===== src/rtl/nand_bridge_pkg.sv =====
// Package: shared field positions, decoded request kinds, sequencer states
// and the packing of the host read word.
package nand_bridge_pkg;

    localparam int WORD_W   = 32;
    localparam int BYTE_W   = 8;
    localparam int CE_BIT   = 31;
    localparam int OP_LSB   = 28;
    localparam int OP_W     = 3;
    localparam int BYTE_LSB = 16;
    localparam int BUSY_BIT = 15;

    localparam logic [OP_W-1:0] OPC_CMD   = 3'd0;
    localparam logic [OP_W-1:0] OPC_ADDR  = 3'd1;
    localparam logic [OP_W-1:0] OPC_ARM   = 3'd2;
    localparam logic [OP_W-1:0] OPC_WDATA = 3'd3;

    typedef enum logic [2:0] {
        K_NOP, K_CMD, K_ADDR, K_WDATA, K_ARM, K_RDCYC, K_RDSTAT
    } req_kind_e;

    typedef enum logic [2:0] {
        S_IDLE, S_SETUP, S_STROBE, S_HOLD, S_ACK
    } seq_state_e;

    typedef struct packed {
        req_kind_e         kind;
        logic              hold_ce;
        logic [BYTE_W-1:0] data;
    } host_req_t;

    // Build the host read word from busy flag and byte; other bits zero.
    function automatic logic [WORD_W-1:0] pack_rword(input logic busy,
                                                     input logic [BYTE_W-1:0] b);
        logic [WORD_W-1:0] w;
        w = '0;
        w[BYTE_LSB +: BYTE_W] = b;
        w[BUSY_BIT] = busy;
        return w;
    endfunction

endpackage


===== src/rtl/nb_rb_sync.sv =====
// Module: nb_rb_sync
// Resynchronises the asynchronous flash ready/busy line through a flop
// chain and presents it as an active-high busy flag.
// Assumes: STAGES >= 2; the line idles high (ready) out of reset.
module nb_rb_sync #(
    parameter int STAGES = 2
) (
    input  logic clk,
    input  logic rst_n,
    input  logic rb_n_async,
    output logic busy
);

    logic [STAGES-1:0] chain;

    // Shift the raw line through the synchroniser chain.
    always_ff @(posedge clk) begin
        if (!rst_n) chain <= '1;
        else        chain <= {chain[STAGES-2:0], rb_n_async};
    end

    assign busy = ~chain[STAGES-1];

endmodule


===== src/rtl/nb_req_decode.sv =====
// Module: nb_req_decode
// Classifies a host access into a request kind and extracts the byte and
// chip-enable hold flag from the written word.
// Assumes: inputs are only consulted while a request is pending.
module nb_req_decode
    import nand_bridge_pkg::*;
(
    input  logic              wr,
    input  logic [WORD_W-1:0] wdata,
    input  logic              armed,
    output host_req_t         req
);

    logic [OP_W-1:0] opc;
    assign opc = wdata[OP_LSB +: OP_W];

    // Map write opcodes and the read-mode flag to a request kind.
    always_comb begin
        req.data    = wdata[BYTE_LSB +: BYTE_W];
        req.hold_ce = wdata[CE_BIT];
        if (wr) begin
            case (opc)
                OPC_CMD:   req.kind = K_CMD;
                OPC_ADDR:  req.kind = K_ADDR;
                OPC_ARM:   req.kind = K_ARM;
                OPC_WDATA: req.kind = K_WDATA;
                default:   req.kind = K_NOP;
            endcase
        end else begin
            req.kind = armed ? K_RDCYC : K_RDSTAT;
        end
    end

endmodule


===== src/rtl/nb_cycle_seq.sv =====
// Module: nb_cycle_seq
// Runs one flash bus cycle per accepted request: one setup clock, a strobe
// of PULSE_CLKS clocks, one hold clock, then a one-clock acknowledge.
// Requests without a strobe are acknowledged on the next clock.
// Assumes: the host drops req in the clock where ack is high.
module nb_cycle_seq
    import nand_bridge_pkg::*;
#(
    parameter int PULSE_CLKS = 3
) (
    input  logic              clk,
    input  logic              rst_n,
    input  logic              req_valid,
    input  host_req_t         req,
    input  logic              busy,
    input  logic [BYTE_W-1:0] io_in,
    output logic              armed,
    output logic              ack,
    output logic [WORD_W-1:0] rdata,
    output logic              ce_n,
    output logic              cle,
    output logic              ale,
    output logic              we_n,
    output logic              re_n,
    output logic [BYTE_W-1:0] io_out,
    output logic              io_oe
);

    localparam int CNT_W = $clog2(PULSE_CLKS + 1);
    localparam logic [CNT_W-1:0] CNT_LAST = CNT_W'(PULSE_CLKS - 1);

    seq_state_e        state;
    logic [CNT_W-1:0]  cnt;
    logic              is_rd;
    logic              ce_hold;
    logic [BYTE_W-1:0] rd_byte;

    // Cycle sequencer: drives the flash pins and the host acknowledge.
    always_ff @(posedge clk) begin
        if (!rst_n) begin
            state   <= S_IDLE;
            cnt     <= '0;
            is_rd   <= 1'b0;
            ce_hold <= 1'b0;
            armed   <= 1'b0;
            rd_byte <= '0;
            ack     <= 1'b0;
            rdata   <= '0;
            ce_n    <= 1'b1;
            cle     <= 1'b0;
            ale     <= 1'b0;
            we_n    <= 1'b1;
            re_n    <= 1'b1;
            io_out  <= '0;
            io_oe   <= 1'b0;
        end else begin
            case (state)
                S_IDLE: begin
                    if (req_valid) begin
                        case (req.kind)
                            K_CMD, K_ADDR, K_WDATA: begin
                                ce_n    <= 1'b0;
                                cle     <= (req.kind == K_CMD);
                                ale     <= (req.kind == K_ADDR);
                                io_out  <= req.data;
                                io_oe   <= 1'b1;
                                is_rd   <= 1'b0;
                                armed   <= 1'b0;
                                ce_hold <= req.hold_ce;
                                state   <= S_SETUP;
                            end
                            K_RDCYC: begin
                                ce_n  <= 1'b0;
                                is_rd <= 1'b1;
                                state <= S_SETUP;
                            end
                            K_ARM: begin
                                armed   <= 1'b1;
                                ce_hold <= req.hold_ce;
                                ce_n    <= ~req.hold_ce;
                                rdata   <= '0;
                                ack     <= 1'b1;
                                state   <= S_ACK;
                            end
                            K_RDSTAT: begin
                                rdata <= pack_rword(busy, '0);
                                ack   <= 1'b1;
                                state <= S_ACK;
                            end
                            default: begin
                                rdata <= '0;
                                ack   <= 1'b1;
                                state <= S_ACK;
                            end
                        endcase
                    end
                end
                S_SETUP: begin
                    if (is_rd) re_n <= 1'b0;
                    else       we_n <= 1'b0;
                    cnt   <= '0;
                    state <= S_STROBE;
                end
                S_STROBE: begin
                    if (cnt == CNT_LAST) begin
                        we_n  <= 1'b1;
                        re_n  <= 1'b1;
                        if (is_rd) rd_byte <= io_in;
                        state <= S_HOLD;
                    end else begin
                        cnt <= cnt + 1'b1;
                    end
                end
                S_HOLD: begin
                    cle   <= 1'b0;
                    ale   <= 1'b0;
                    io_oe <= 1'b0;
                    ce_n  <= ~ce_hold;
                    rdata <= is_rd ? pack_rword(busy, rd_byte) : '0;
                    ack   <= 1'b1;
                    state <= S_ACK;
                end
                default: begin
                    ack   <= 1'b0;
                    state <= S_IDLE;
                end
            endcase
        end
    end


    strobe_excl_chk: assert property (@(posedge clk) disable iff (!rst_n)
        !(!we_n && !re_n));

    latch_excl_chk: assert property (@(posedge clk) disable iff (!rst_n)
        !(cle && ale));

    read_no_drive_chk: assert property (@(posedge clk) disable iff (!rst_n)
        !re_n |-> !io_oe);

    strobe_ce_chk: assert property (@(posedge clk) disable iff (!rst_n)
        (!we_n || !re_n) |-> !ce_n);

    ack_pulse_chk: assert property (@(posedge clk) disable iff (!rst_n)
        ack |=> !ack);

    data_stable_chk: assert property (@(posedge clk) disable iff (!rst_n)
        (!we_n && $past(!we_n)) |-> ($stable(io_out) && $stable(cle) && $stable(ale)));

    write_setup_chk: assert property (@(posedge clk) disable iff (!rst_n)
        $fell(we_n) |-> $past(io_oe));

endmodule


===== src/rtl/nand_reg_bridge.sv =====
// Module: nand_reg_bridge (top)
// One host register bridged to an 8-bit NAND flash bus. Decodes each host
// access, runs the matching flash cycle and reports data plus busy status.
// Assumes: host holds bus_req until bus_ack and drops it in that clock.
module nand_reg_bridge
    import nand_bridge_pkg::*;
#(
    parameter int PULSE_CLKS  = 3,
    parameter int SYNC_STAGES = 2
) (
    input  logic        clk,
    input  logic        rst_n,
    input  logic        bus_req,
    input  logic        bus_wr,
    input  logic [31:0] bus_wdata,
    output logic [31:0] bus_rdata,
    output logic        bus_ack,
    output logic        nand_ce_n,
    output logic        nand_cle,
    output logic        nand_ale,
    output logic        nand_we_n,
    output logic        nand_re_n,
    output logic [7:0]  nand_io_out,
    output logic        nand_io_oe,
    input  logic [7:0]  nand_io_in,
    input  logic        nand_rb_n
);

    logic      busy;
    logic      armed;
    host_req_t dec_req;

    nb_rb_sync #(.STAGES(SYNC_STAGES)) rb_sync_i (
        .clk        (clk),
        .rst_n      (rst_n),
        .rb_n_async (nand_rb_n),
        .busy       (busy)
    );

    nb_req_decode req_dec_i (
        .wr    (bus_wr),
        .wdata (bus_wdata),
        .armed (armed),
        .req   (dec_req)
    );

    nb_cycle_seq #(.PULSE_CLKS(PULSE_CLKS)) seq_i (
        .clk       (clk),
        .rst_n     (rst_n),
        .req_valid (bus_req),
        .req       (dec_req),
        .busy      (busy),
        .io_in     (nand_io_in),
        .armed     (armed),
        .ack       (bus_ack),
        .rdata     (bus_rdata),
        .ce_n      (nand_ce_n),
        .cle       (nand_cle),
        .ale       (nand_ale),
        .we_n      (nand_we_n),
        .re_n      (nand_re_n),
        .io_out    (nand_io_out),
        .io_oe     (nand_io_oe)
    );


    rdata_unused_zero_chk: assert property (@(posedge clk) disable iff (!rst_n)
        bus_ack |-> (bus_rdata[31:24] == 8'h00 && bus_rdata[14:0] == 15'h0000));

endmodule


===== config.mk =====
export PLATFORM = sky130hd
export DESIGN_NAME = nand_reg_bridge
export DESIGN_NICKNAME = d
export VERILOG_FILES = /design/src/rtl/nand_bridge_pkg.sv /design/src/rtl/nb_rb_sync.sv /design/src/rtl/nb_req_decode.sv /design/src/rtl/nb_cycle_seq.sv /design/src/rtl/nand_reg_bridge.sv
export SDC_FILE = /design/constraint.sdc
export NUM_CORES = 1
export LEC_CHECK = 0
export BUFFER_PORTS_ARGS = -buffer_cell sky130_fd_sc_hd__buf_2
export CAP_MARGIN = 25
export CELL_PAD_IN_SITES_DETAIL_PLACEMENT = 0
export CELL_PAD_IN_SITES_GLOBAL_PLACEMENT = 1
export CORE_MARGIN = 2
export CORE_UTILIZATION = 37
export CTS_CLUSTER_DIAMETER = 80
export DETAILED_ROUTE_END_ITERATION = 8
export PLACE_DENSITY_LB_ADDON = 0.1
export SLEW_MARGIN = 20
export SYNTH_ARGS = -nofsm -noshare
export SYNTH_HDL_FRONTEND = slang
export SYNTH_HIERARCHICAL = 1
export SYNTH_SLANG_ARGS = --single-unit

===== constraint.sdc =====
create_clock -name clk -period 4.54 [get_ports clk]
set_input_delay 0.454 -clock clk [delete_from_list [all_inputs] [get_ports clk]]
set_output_delay 0.454 -clock clk [all_outputs]
set_load 0.05 [all_outputs]

# --- Word-level counts from Yosys, hierarchy flattened ---
# Index checks and enable logic that the tools add are counted.
# W data, S select, Z words.
op_classes:
  n_addsub: 1
  n_eq_ne: 21
  mux: 35
  bitwise_logic: 4
  n_reduce_logical: 23
ops:
  columns: ["operator", "n"]
  rows:
  - ["$pmux W32 S2", 2]
  - ["$reduce_and A3 Y1", 11]
  - ["$mux W32", 1]
  - ["$mux W24", 1]
  - ["$pmux W3 S4", 2]
  - ["$eq A3 B2 Y1 const B", 6]
  - ["$pmux W1 S2", 9]
  - ["$mux W1", 12]
  - ["$mux W3", 4]
  - ["$ne A2 B2 Y1 const B", 5]
  - ["$eq A3 B1 Y1 const B", 3]
  - ["$eq A3 B3 Y1 const B", 3]
  - ["$reduce_bool A2 Y1", 4]
  - ["$reduce_or A4 Y1", 2]
  - ["$logic_not A3 Y1", 2]
  - ["$mux W2", 2]
  - ["$ne A2 B1 Y1 const B", 2]
  - ["$not A1 Y1", 4]
  - ["$pmux W2 S2", 1]
  - ["$reduce_and A2 Y1", 2]
  - ["$ne A3 B3 Y1 const B", 1]
  - ["$pmux W1 S3", 1]
  - ["$reduce_or A3 Y1", 1]
  - ["$add A2 B1 Y2 const B", 1]
  - ["2 further kinds", 2]
word_totals:
  reg_bits: 65
  inputBits: 45
  out_inout_bits: 47
  wordCells: 100

# --- Depth between registers and ports, before layout ---
logic_depth:
  word_depth: 8
  depth_mapped: 7
  depth_no_buf: 6

# --- Hierarchy ---
# Netlist, hierarchy kept.
modules_own_cells:
  columns: ["module", "instances", "cells_per_inst", "area_each_um2", "seq_area_each_um2"]
  rows:
  - ["nb_cycle_seq", 1, 196, 1923.1, 800.8]
  - ["nb_req_decode", 1, 17, 113.9, 0.0]
  - ["nb_rb_sync", 1, 5, 56.3, 40.0]

# --- Least setup slack after synthesis ---
# No wires, ideal clock.
synth_path:
  kind: "input-to-reg"
  start: "input bus_wdata[28]"
  end: "register seq_i.io_oe"
  setup_ps: 117
  arrival_ps: 1686
  required_ps: 4423
  slack_ps: 2738
  path_stages: 6
  n_path_buf: 0
  path_cell_list: "xor2_1 > o22ai_1 > nor2_2 > o41ai_1 > a21boi_1 > a22o_1"
synth_rtl:
  columns: ["element", "line", "text"]
  rows:
  - ["start, declared", "nand_reg_bridge.sv:15", "input logic [31:0] bus_wdata,"]
  - ["end signal, assigned", "nb_cycle_seq.sv:55", "io_oe <= 1'b0;"]
  - ["end signal, assigned", "nb_cycle_seq.sv:66", "io_oe <= 1'b1;"]
  - ["end signal, assigned", "nb_cycle_seq.sv:117", "io_oe <= 1'b0;"]
  - ["end, declared", "nb_cycle_seq.sv:26", "output logic io_oe"]

# --- Final worst setup path ---
layout_path:
  start: "register seq_i.state[0]"
  end: "register seq_i.rdata[15]"
layout_via:
  elab_chain_len: 3
  elab_cells_between_ends: 7
  cone_classes: "eq/ne (3); mux (1); reduce/logical (3)"
layout_rtl:
  columns: ["element", "line", "text"]
  rows:
  - ["start, declared", "nb_cycle_seq.sv:32", "seq_state_e state;"]
  - ["start signal, assigned", "nb_cycle_seq.sv:41", "state <= S_IDLE;"]
  - ["start signal, assigned", "nb_cycle_seq.sv:70", "state <= S_SETUP;"]
  - ["start signal, assigned", "nb_cycle_seq.sv:75", "state <= S_SETUP;"]
  - ["$logic_not A3 Y1 or $eq A3 B2 Y1 (tied branches)", "nb_cycle_seq.sv:57", "case (state)"]
  - ["$ne A2 B2 Y1 (no line) or $reduce_bool A2 Y1 (tied branches)", null, null]
  - ["$reduce_and A3 Y1 (no line)", null, null]
  - ["end signal, assigned", "nb_cycle_seq.sv:86", "rdata <= pack_rword(busy, '0);"]
  - ["end signal, assigned", "nb_cycle_seq.sv:119", "rdata <= is_rd ? pack_rword(busy, rd_byte) : '0;"]
  - ["end, declared", "nb_cycle_seq.sv:19", "output logic [WORD_W-1:0] rdata,"]
# Several ways; a longest one is shown, not always the timed one.
# A chain may end at the register's enable or synchronous reset.

==> impl_metrics.env <==
export IMPL_ir_worst_vdd_mv=0.142
export IMPL_synth_top_family_by_area="simple AND/OR/NAND/NOR gates"
export IMPL_placed_area_um2=2200
export IMPL_drcViolationCount=0
export IMPL_status="complete, no violations"
export IMPL_relSlewSlack=0.526
export IMPL_cts_setup_buffers=0
export IMPL_synth_cell_area_um2=2090
export IMPL_min_path_type="input pin to flip-flop"
export IMPL_h_tree_depth=2
export IMPL_final_cells=325
export IMPL_cp_required_ns=4.75
export IMPL_arrival_ns=2.58
export IMPL_synth_top_area_share=0.402
export IMPL_period_needed_ns=2.37
export IMPL_firstDrtPassIters=4
export IMPL_core_area_um2=5470
export IMPL_diodes=0
export IMPL_placedCellCount=317
export IMPL_pre_cts_slack_ns=2.17
export IMPL_grt_pass1_vias=1362
export IMPL_yosysSeqAreaShare=0.402
export IMPL_cpPeakStageDelay_ns=0.71
export IMPL_crit_fanout=16
export IMPL_worst_slack_ns=2.17
export IMPL_synth_seq_cells=42
export IMPL_timing_final_crit_share=0.522
export IMPL_synth_edf_count=0
export IMPL_synthAdderAreaFrac=0.00598
export IMPL_finalSetupViolations=0
export IMPL_power_leakage_nw=1.01
export IMPL_io_pins=92
export IMPL_drt_total_wl_um=3930
export IMPL_grt_max_degree=45
export IMPL_startpoint_type="flip-flop"
export IMPL_clk_pin_slew_ns=0.08
export IMPL_cts_tree="done"
export IMPL_fin_tns_setup_ns=0
export IMPL_cts_resized=0
export IMPL_synthCells=218
export IMPL_start_util=0.382
export IMPL_rsz0062_at_grt="false"
export IMPL_ctsHoldBuffers=0
export IMPL_yosys_warnings=6
export IMPL_synth_most_common_cell="dfxtp_1"
export IMPL_layout_drive_gt1_share=0.237
export IMPL_synth_top_area_cell="dfxtp_1"
export IMPL_drv_slew=0
export IMPL_synth_common_cells="dfxtp_1, nor2b_1, buf_4"
export IMPL_wl_per_cell_um=12.1
export IMPL_dp_hpwl_um=2640
export IMPL_syn2layout_area_growth_pct=10.2
export IMPL_final_nets=298
export IMPL_viasPerCell=4.62
export IMPL_io_buffers=48
export IMPL_grt_ovfl_total=0
export IMPL_finalCoreUtilization=0.421
export IMPL_cp_end_kind="flip-flop"
export IMPL_detail_route_antenna_nets=0
export IMPL_gp_congestion=0.713
export IMPL_dieArea_um2=6280
export IMPL_grt_usage=0.135
export IMPL_cts_sinks=42
export IMPL_synth_simple_area_share=0.200
export IMPL_clock_skew_ns=0.00501
export IMPL_synthTopCellsByArea="dfxtp_1, buf_4, nor2b_1, mux2i_1, a32oi_1"
export IMPL_rows=27
export IMPL_max_clock_freq_mhz=422
export IMPL_synth_compound_area_frac=0.142
export IMPL_clockBufferDepth=2
export IMPL_antenna_found_initial=0
export IMPL_powerDensity_nw_per_um2=369
export IMPL_drv_cap=0
export IMPL_fin_area_um2=2310
export IMPL_synth_xor_area_frac=0.00837
export IMPL_cpMaxStageDelayCell="nor2_1"
export IMPL_die_width_um=79.2
export IMPL_path_class="flip-flop to flip-flop"
export IMPL_cts_made_buffers=5
export IMPL_synthMuxAreaShare=0.0813
export IMPL_drtIter0Drc=55
export IMPL_routed_via_count=1503
export IMPL_grt_pass1_wl_um=6630
export IMPL_yosysUniqueCellTypes=47
export IMPL_synth_ff_type="dfxtp_1"
export IMPL_insertion_delay_ns=0.29
export IMPL_cp_cell_sequence="nand3b_1, nor2_1, a31oi_1, o31ai_1"
export IMPL_cts_root_buffer="clkbuf_8"
export IMPL_synth_avg_cell_area_um2=9.60
export IMPL_final_hold_viol_count=0
export IMPL_async_flop_share=0
export IMPL_die_h_um=79.2
export IMPL_tightest_slew_ns=0.706
[path summary, 6_finish.rpt]
kind                                                     from                       endpoint  slack [ns]  depth (start not counted)
worst max-delay path              seq_i/state[0]$_SDFFE_PN0P_   seq_i/rdata[15]$_SDFFE_PN0P_        2.17                          4
worst min-delay path                                nand_rb_n  rb_sync_i/chain[0]$_SDFF_PN1_        0.34                          2
worst max register to register    seq_i/state[0]$_SDFFE_PN0P_   seq_i/rdata[15]$_SDFFE_PN0P_        2.17                          4
worst min register to register  rb_sync_i/chain[0]$_SDFF_PN1_  rb_sync_i/chain[1]$_SDFF_PN1_        0.41                          1
[registers in the layout, summed over array words and instances (netlist names), 2 cells and up]
register / count
seq_i/rdata: 9
seq_i/io_out: 8
seq_i/rd_byte: 8
seq_i/state: 3
rb_sync_i/chain: 2
seq_i/cnt: 2
[cells in the final DEF, fill, tap and decap left out, types with 2 or more instances in the layout]
master	synthesis	final
dfxtp_1	42	42
a22oi_1	4	4
conb_1	1	23
nand3b_1	2	2
inv_1	6	6
nor2_1	7	7
nand2b_1	5	5
a32oi_1	8	8
mux2i_1	17	17
o21ai_0	4	4
buf_2	2	48
o21ai_1	4	4
a32o_1	2	2
nor2b_1	33	33
o22ai_1	2	2
a22o_1	2	2
and2_1	2	2
nand2_1	7	7
clkbuf_8	0	5
o41ai_1	2	2
nand4_1	2	2
[metrics by stage]
step	power (mW)	hold slack (ns)
6_report	0.851	0.343
5_1_grt	0.894	0.332
4_1_cts	0.862	0.331
3_5_place_dp	0.569	0.397
3_3_place_gp	0.569	0.391
2_1_floorplan	0.561	0.386
[layer usage]
layer  share of wire  GRT usage  up-vias  wire length (um)
met5               0          0        -                 0
li1                -          -      768                 -
met2            0.44      0.203       46              1720
met1            0.49      0.182      682              1930
met3           0.059     0.0432        7               233
met4           0.013     0.0466        0                53
[cell type report]
cell class                      count  area, um2
Timing Repair Buffer               48        240
Multi-Input combinational cell    149       1000
Clock buffer                        6       72.6
Tap cell                           72       90.1
Sequential cell                    42        841
Clock inverter                      2       37.5
Inverter                            6       22.5
Fill cell                         565       3170
[kinds of logic (layout without fill, tap and decap cells)]
| family | after synthesis | in the layout |
|---|---|---|
| muxes | 17 | 17 |
| other | 1 | 23 |
| DFF | 42 | 42 |
| xor gates and xnor gates | 2 | 2 |
| buffers and inverters | 49 | 62 |
| AOI/OAI and AO/OA | 39 | 39 |
| adders and majority gates | 1 | 1 |
| and+or+nand+nor | 67 | 67 |
[power breakdown]
part           switching [mW]  internal (mW)
combinational           0.117         0.0473
clock                   0.128          0.164
sequential             0.0135          0.381
[critical path, delay by kind of cell, from the launching register on]
family | cells | cell delay [ns]
AO/OA/AOI/OAI | 2 | 0.35
flip-flops | 1 | 0.68
AND/OR/NAND/NOR | 2 | 1.26
Power figures use the tool's default switching activity.
